[src/rtl/irqd_pkg.sv]
package irqd_pkg;

    localparam int LVL_W        = 3;
    localparam int VEC_W        = 8;
    localparam int VEC_SPURIOUS = 24;

    typedef logic [LVL_W-1:0] lvl_t;
    typedef logic [VEC_W-1:0] vec_t;

    localparam lvl_t LVL_NONE = '0;
    localparam lvl_t LVL_NMI  = '1;

    typedef struct packed {
        logic req;
        lvl_t lvl;
    } irq_out_t;

    // Active-low pins: the inverted pattern is the level
    function automatic lvl_t pins_to_lvl(input lvl_t pins_n);
        return ~pins_n;
    endfunction

    function automatic vec_t auto_vec(input lvl_t l);
        return vec_t'(VEC_SPURIOUS) + vec_t'(l);
    endfunction

endpackage

[src/rtl/irqd_sync.sv]
module irqd_sync
    import irqd_pkg::*;
#(
    parameter int SYNC_STAGES = 2
) (
    input  logic clk,
    input  logic rst,
    input  lvl_t pins_n,
    output lvl_t lvl_stable
);
    lvl_t chain [SYNC_STAGES];
    lvl_t prev_q;
    lvl_t acc_q;

    genvar g;
    generate
        for (g = 0; g < SYNC_STAGES; g++) begin : g_stage
            if (g == 0) begin : g_first
                always_ff @(posedge clk) begin
                    if (rst) chain[0] <= LVL_NONE;
                    else     chain[0] <= pins_to_lvl(pins_n);
                end
            end else begin : g_next
                always_ff @(posedge clk) begin
                    if (rst) chain[g] <= LVL_NONE;
                    else     chain[g] <= chain[g-1];
                end
            end
        end
    endgenerate

    // Accept a level only when two consecutive samples agree
    always_ff @(posedge clk) begin
        if (rst) begin
            prev_q <= LVL_NONE;
            acc_q  <= LVL_NONE;
        end else begin
            prev_q <= chain[SYNC_STAGES-1];
            if (chain[SYNC_STAGES-1] == prev_q)
                acc_q <= prev_q;
        end
    end

    assign lvl_stable = acc_q;
endmodule

[src/rtl/irqd_nmi.sv]
module irqd_nmi
    import irqd_pkg::*;
(
    input  logic clk,
    input  logic rst,
    input  lvl_t lvl,
    input  logic clear,
    output logic pend
);
    logic at7_q;
    logic pend_q;
    logic rise;

    assign rise = (lvl == LVL_NMI) && !at7_q;

    always_ff @(posedge clk) begin
        if (rst) begin
            at7_q  <= 1'b0;
            pend_q <= 1'b0;
        end else begin
            at7_q <= (lvl == LVL_NMI);
            // a fresh edge wins over a clear in the same cycle
            if (rise)       pend_q <= 1'b1;
            else if (clear) pend_q <= 1'b0;
        end
    end

    assign pend = pend_q;
endmodule

[src/rtl/irqd_select.sv]
module irqd_select
    import irqd_pkg::*;
(
    input  logic     clk,
    input  logic     rst,
    input  lvl_t     lvl,
    input  lvl_t     mask,
    input  logic     nmi_pend,
    output irq_out_t out
);
    irq_out_t nxt;
    irq_out_t out_q;

    always_comb begin
        nxt = '{req: 1'b0, lvl: LVL_NONE};
        if (nmi_pend)
            nxt = '{req: 1'b1, lvl: LVL_NMI};
        else if (lvl != LVL_NMI && lvl > mask)
            nxt = '{req: 1'b1, lvl: lvl};
    end

    always_ff @(posedge clk) begin
        if (rst) out_q <= '{req: 1'b0, lvl: LVL_NONE};
        else     out_q <= nxt;
    end

    assign out = out_q;
endmodule

[src/rtl/irqd_vector.sv]
module irqd_vector
    import irqd_pkg::*;
(
    input  logic clk,
    input  logic rst,
    input  logic ack_done,
    input  logic ack_none,
    input  lvl_t lvl,
    output vec_t vec
);
    vec_t vec_q;

    always_ff @(posedge clk) begin
        if (rst)
            vec_q <= '0;
        else if (ack_done)
            vec_q <= ack_none ? vec_t'(VEC_SPURIOUS) : auto_vec(lvl);
    end

    assign vec = vec_q;
endmodule

[src/rtl/irq_level_decoder.sv]
module irq_level_decoder
    import irqd_pkg::*;
#(
    parameter int SYNC_STAGES = 2
) (
    input  logic             clk,
    input  logic             rst,
    input  logic [LVL_W-1:0] irq_pin_n,
    input  logic [LVL_W-1:0] ipl_mask,
    input  logic             nmi_clear,
    input  logic             ack_done,
    input  logic             ack_none,
    output logic             irq_req,
    output logic [LVL_W-1:0] irq_level,
    output logic [VEC_W-1:0] vec_num
);
    lvl_t     lvl_stable;
    logic     nmi_pend;
    irq_out_t sel_out;

    irqd_sync #(.SYNC_STAGES(SYNC_STAGES)) i_sync (
        .clk        (clk),
        .rst        (rst),
        .pins_n     (irq_pin_n),
        .lvl_stable (lvl_stable)
    );

    irqd_nmi i_nmi (
        .clk   (clk),
        .rst   (rst),
        .lvl   (lvl_stable),
        .clear (nmi_clear),
        .pend  (nmi_pend)
    );

    irqd_select i_select (
        .clk      (clk),
        .rst      (rst),
        .lvl      (lvl_stable),
        .mask     (ipl_mask),
        .nmi_pend (nmi_pend),
        .out      (sel_out)
    );

    irqd_vector i_vector (
        .clk      (clk),
        .rst      (rst),
        .ack_done (ack_done),
        .ack_none (ack_none),
        .lvl      (sel_out.lvl),
        .vec      (vec_num)
    );

    assign irq_req   = sel_out.req;
    assign irq_level = sel_out.lvl;
endmodule

[config.mk]
export PLATFORM = sky130hd
export DESIGN_NAME = irq_level_decoder
export DESIGN_NICKNAME = d
export VERILOG_FILES = /design/src/rtl/irqd_pkg.sv /design/src/rtl/irqd_sync.sv /design/src/rtl/irqd_nmi.sv /design/src/rtl/irqd_select.sv /design/src/rtl/irqd_vector.sv /design/src/rtl/irq_level_decoder.sv
export SDC_FILE = /design/constraint.sdc
export NUM_CORES = 1
export LEC_CHECK = 0
export BUFFER_PORTS_ARGS = -buffer_cell sky130_fd_sc_hd__buf_4
export CAP_MARGIN = 10
export CORE_MARGIN = 5
export CORE_UTILIZATION = 35
export CTS_BUF_LIST = sky130_fd_sc_hd__clkbuf_4
export DETAILED_ROUTE_END_ITERATION = 6
export PLACE_DENSITY = 0.53
export SYNTH_ARGS = -nofsm -noshare
export SYNTH_HDL_FRONTEND = slang
export SYNTH_SLANG_ARGS = --single-unit
[constraint.sdc]
create_clock -name clk -period 1.4 [get_ports clk]
set_input_delay 0.42 -clock clk [delete_from_list [all_inputs] [get_ports clk]]
set_output_delay 0.42 -clock clk [all_outputs]
set_load 0.02 [all_outputs]
==> summary.md <==
| Metric | Value |
|---|---|
| Worst hold start | `irq_pin_n[2]` |
| Post CTS Setup Buffer Count | `0` |
| Worst r2r src | `i_sync.lvl_stable[2]` |
| Ys Warns | `0` |
| Initial detailed-routing violation count | `8` |
| Setup slack after layout | `0.136 ns` |
| Fin. Hold Viols | `0` |
| Row count | `17` |
| PD cells | `slightly below 1000 nW/µm²` |
| Worst Hold Depth | `2` |
| Drt pass-1 iters | `2` |
| Worst EP required | `1.62 ns` |
| Drt via density | `4.47` |
| Crit path launch type | `register` |
| Main synth FF type | `dfxtp_1` |
| Fillers | `228` |
| RSZ-0062 raised after global routing | `false` |
| Final setup TNS | `0 ns` |
| Slowest library cell on the worst path | `dfxtp_2` |
| Status | `finished clean` |
| GR Overflow Total | `0` |
| Max Transition Viols Final | `0` |
| Crit Path Class | `reg2reg` |
| Vias in the first global route | `563` |
| DP HPWL | `1.03 mm` |
| Synth top area share | `0.529` |
| Post-route clock period utilization | `0.903` |
| Design area | `between 1000 and 1500 µm²` |
| Synth unique cells | `22` |
| Hold buffers post-CTS | `0` |
| Num CTS Buffers | `3` |
| Global-route wire length before repair | `2.35 mm` |
| Number of synthesized flops with an enable pin | `0` |
| Worst Setup End Kind | `register` |
| Max Cap Viol | `0` |
| # clock sinks | `22` |
| Final setup viols | `0` |
| Mean Syn Cell Area | `between 9 and 10 µm²` |
| Worst Hold End | `i_sync.chain[0][2]` |
| CP max FO | `4` |
| CTS tree | `yes` |
| Register area share after synthesis | `0.529` |
| Asr flop ratio synth | `0` |
| Number of diodes | `0` |
| DP Worst Slack | `-0.0957 ns` |
| Drt drc | `0` |
| DR vias | `595` |
| R2R depth | `5` |
| Worst path max stage delay | `0.36 ns` |
| GRT Total Usage | `0.0892` |
| Initial antenna violation count | `0` |
| Layout cells sized above 1 | `0.257` |
| Layout area overhead | `23.3%` |
| IO Count | `23` |
| Leak pwr | `0.445 nW` |
| Synth area leaders | `dfxtp_1 (53%), nor2b_1 (7.5%), nor2_1 (5.0%), ha_1 (4.5%), buf_4 (3.6%)` |
| CTS Root Cell | `clkbuf_4` |
| H-tree depth | `1` |
| DP Area | `about 980 µm²` |
| Skew final | `~0.0037 ns` |
| Worst R2R Setup Slack | `about 0.14 ns` |
| Worst R2R End | `i_select.out[0]` |
| Time the worst path needs with I/O delays and setup | `1.26 ns` |
| Synthesized area | `832 µm²` |
| IO Port Bufs | `19` |
| Antenna-violating nets left | `0` |
| FF+latch area | `442 µm²` |
| CP Cell Sequence | `ha_4 -> nand2_1 -> o21ai_1 -> nand3_2 -> o31ai_2` |
| Multi-input logic area | `362 µm²` |
| HP Class | `in2reg` |
| Die X | `58.8 µm` |
| Area of the core | `around 2200 µm²` |
| DR WL/cell | `between 10 and 15 µm` |
| Leading area contributor after synthesis | `dfxtp_1` |
| Crit path DAT | `1.49 ns` |
| DRT Wirelength | `1.38 mm` |
| GPL Wtd Cong | `0.753` |
| Clk_lat worst skew | `slightly below 0.3 ns` |
| Highest clock rate | `791 MHz` |
| CTS clk-pin slew, worst paths | `about 0.11 ns` |
| Die H | `58.8 µm` |
| Largest net degree at the start of global routing | `24` |
| Initial Util | `0.373` |
| Worst vdd ir | `around 0.55 mV` |
| Syn Inst Count | `86` |
| Clk buf depth | `2` |
| Die ar. | `between 3000 and 4000 µm²` |
| Final #Nets | `121` |
| Seq cells post-synth | `22` |
per-layer routing:
layer	vias to the layer above	wire length, µm	track usage
li1	310	-	-
met5	-	0	0
met4	0	12	0.0583
met1	266	594	0.107
met3	2	131	0.0219
met2	17	640	0.140
worst max-delay path, delay by kind of cell, from the launching register on:
family	cells	cell delay (ns)
adders and majority gates	1	0.27
and+or+nand+nor	2	0.17
AOI/OAI and AO/OA	2	0.38
DFF	1	0.36
synth_stat cells, types with 2 or more instances:
| library cell | number |
|---|---|
| nand3_1 | 4 |
| dfxtp_1 | 22 |
| buf_4 | 4 |
| nor2_1 | 11 |
| a21oi_1 | 5 |
| mux2i_1 | 2 |
| inv_1 | 4 |
| o21ai_0 | 3 |
| nand2_1 | 2 |
| ha_1 | 3 |
| nand2b_1 | 4 |
| xnor2_1 | 3 |
| nor2b_1 | 10 |
sequential cells by signal, indices dropped and copies added, names as in the netlist:
name,count
i_vector.vec,4
i_sync.chain,6
i_sync.lvl_stable,3
i_sync.prev_q,3
i_nmi.at7_q,1
i_nmi.pend,1
i_select.out,4
power by group:
| group | total [W] | switching [W] | internal, W | leakage (nW) |
|---|---|---|---|---|
| clock network | 0.000269 | 0.000169 | 0.000100 | 0.0138 |
| logic | 0.000101 | 0.0000515 | 0.0000491 | 0.252 |
| registers | 0.000649 | 0.00000801 | 0.000641 | 0.180 |
kinds of logic (layout without fill, tap and decap cells):
family	Yosys count	after routing	synth area share
other	1	3	0.00451
flip-flops	22	22	0.529
multiplexers	2	2	0.0241
AO/OA/AOI/OAI	13	13	0.0962
AND/OR/NAND/NOR	32	32	0.197
XOR/XNOR	3	3	0.0316
adder cells (fa/ha/maj)	3	3	0.0451
buffers and inverters	10	27	0.0722
what timing repair did:
action                                  4_1_cts  5_1_grt
resized for setup                             0        6
endpoints found under the hold margin         0        0
endpoints found under the setup margin        0        3
how the worst max path moves through the flow:
stage	startpoint	to	slack (ns)	cells past startpoint
3_3_place_gp	ipl_mask[2]	i_select.out[0]	-0.04	7
4_1_cts	i_sync.lvl_stable[2]	i_select.out[1]	0.06	5
6_report	i_sync.lvl_stable[2]	i_select.out[0]	0.14	5
3_5_place_dp	ipl_mask[2]	i_select.out[1]	-0.1	7
2_1_floorplan	ipl_mask[2]	i_select.out[0]	0.11	6
5_1_grt	i_sync.lvl_stable[1]	i_select.out[0]	0.009	5
cell usage in the layout, fill, tap and decap left out:
cell type,netlist,final
a21oi_1,5,5
a31oi_1,1,1
buf_4,4,20
clkbuf_4,0,3
conb_1,1,3
dfxtp_1,22,21
dfxtp_2,0,1
ha_1,3,2
ha_4,0,1
inv_1,4,4
mux2i_1,2,2
nand2_1,2,2
nand2b_1,4,4
nand3_1,4,3
nand3_2,0,1
nand3b_1,1,1
nor2_1,11,11
nor2b_1,10,10
o21a_1,1,1
o21ai_0,3,1
o21ai_1,0,2
o21ba_1,1,1
o22a_1,1,1
o31ai_2,0,1
xnor2_1,3,3
metrics by stage:
| stage | power [W] | cells | hold slack, ns | util |
|---|---|---|---|---|
| 3_3_place_gp | 0.000758 | 130 | 0.419 | 0.439 |
| 2_1_floorplan | 0.000731 | 88 | 0.414 | - |
| 4_1_cts | 0.00104 | 133 | 0.247 | 0.449 |
| 6_report | 0.00102 | 133 | 0.264 | 0.459 |
| 3_5_place_dp | 0.000760 | 130 | 0.425 | 0.439 |
| 5_1_grt | 0.00108 | 133 | 0.239 | 0.459 |
area by class of cell:
type / count / area share
clock buffer: 3 / 0.0220
tap: 28 / 0.0341
timing repair buffer: 20 / 0.146
multi-input combinational: 56 / 0.352
inverter: 4 / 0.0146
sequential: 22 / 0.430
No activity file was read; power rests on OpenSTA's default activity.
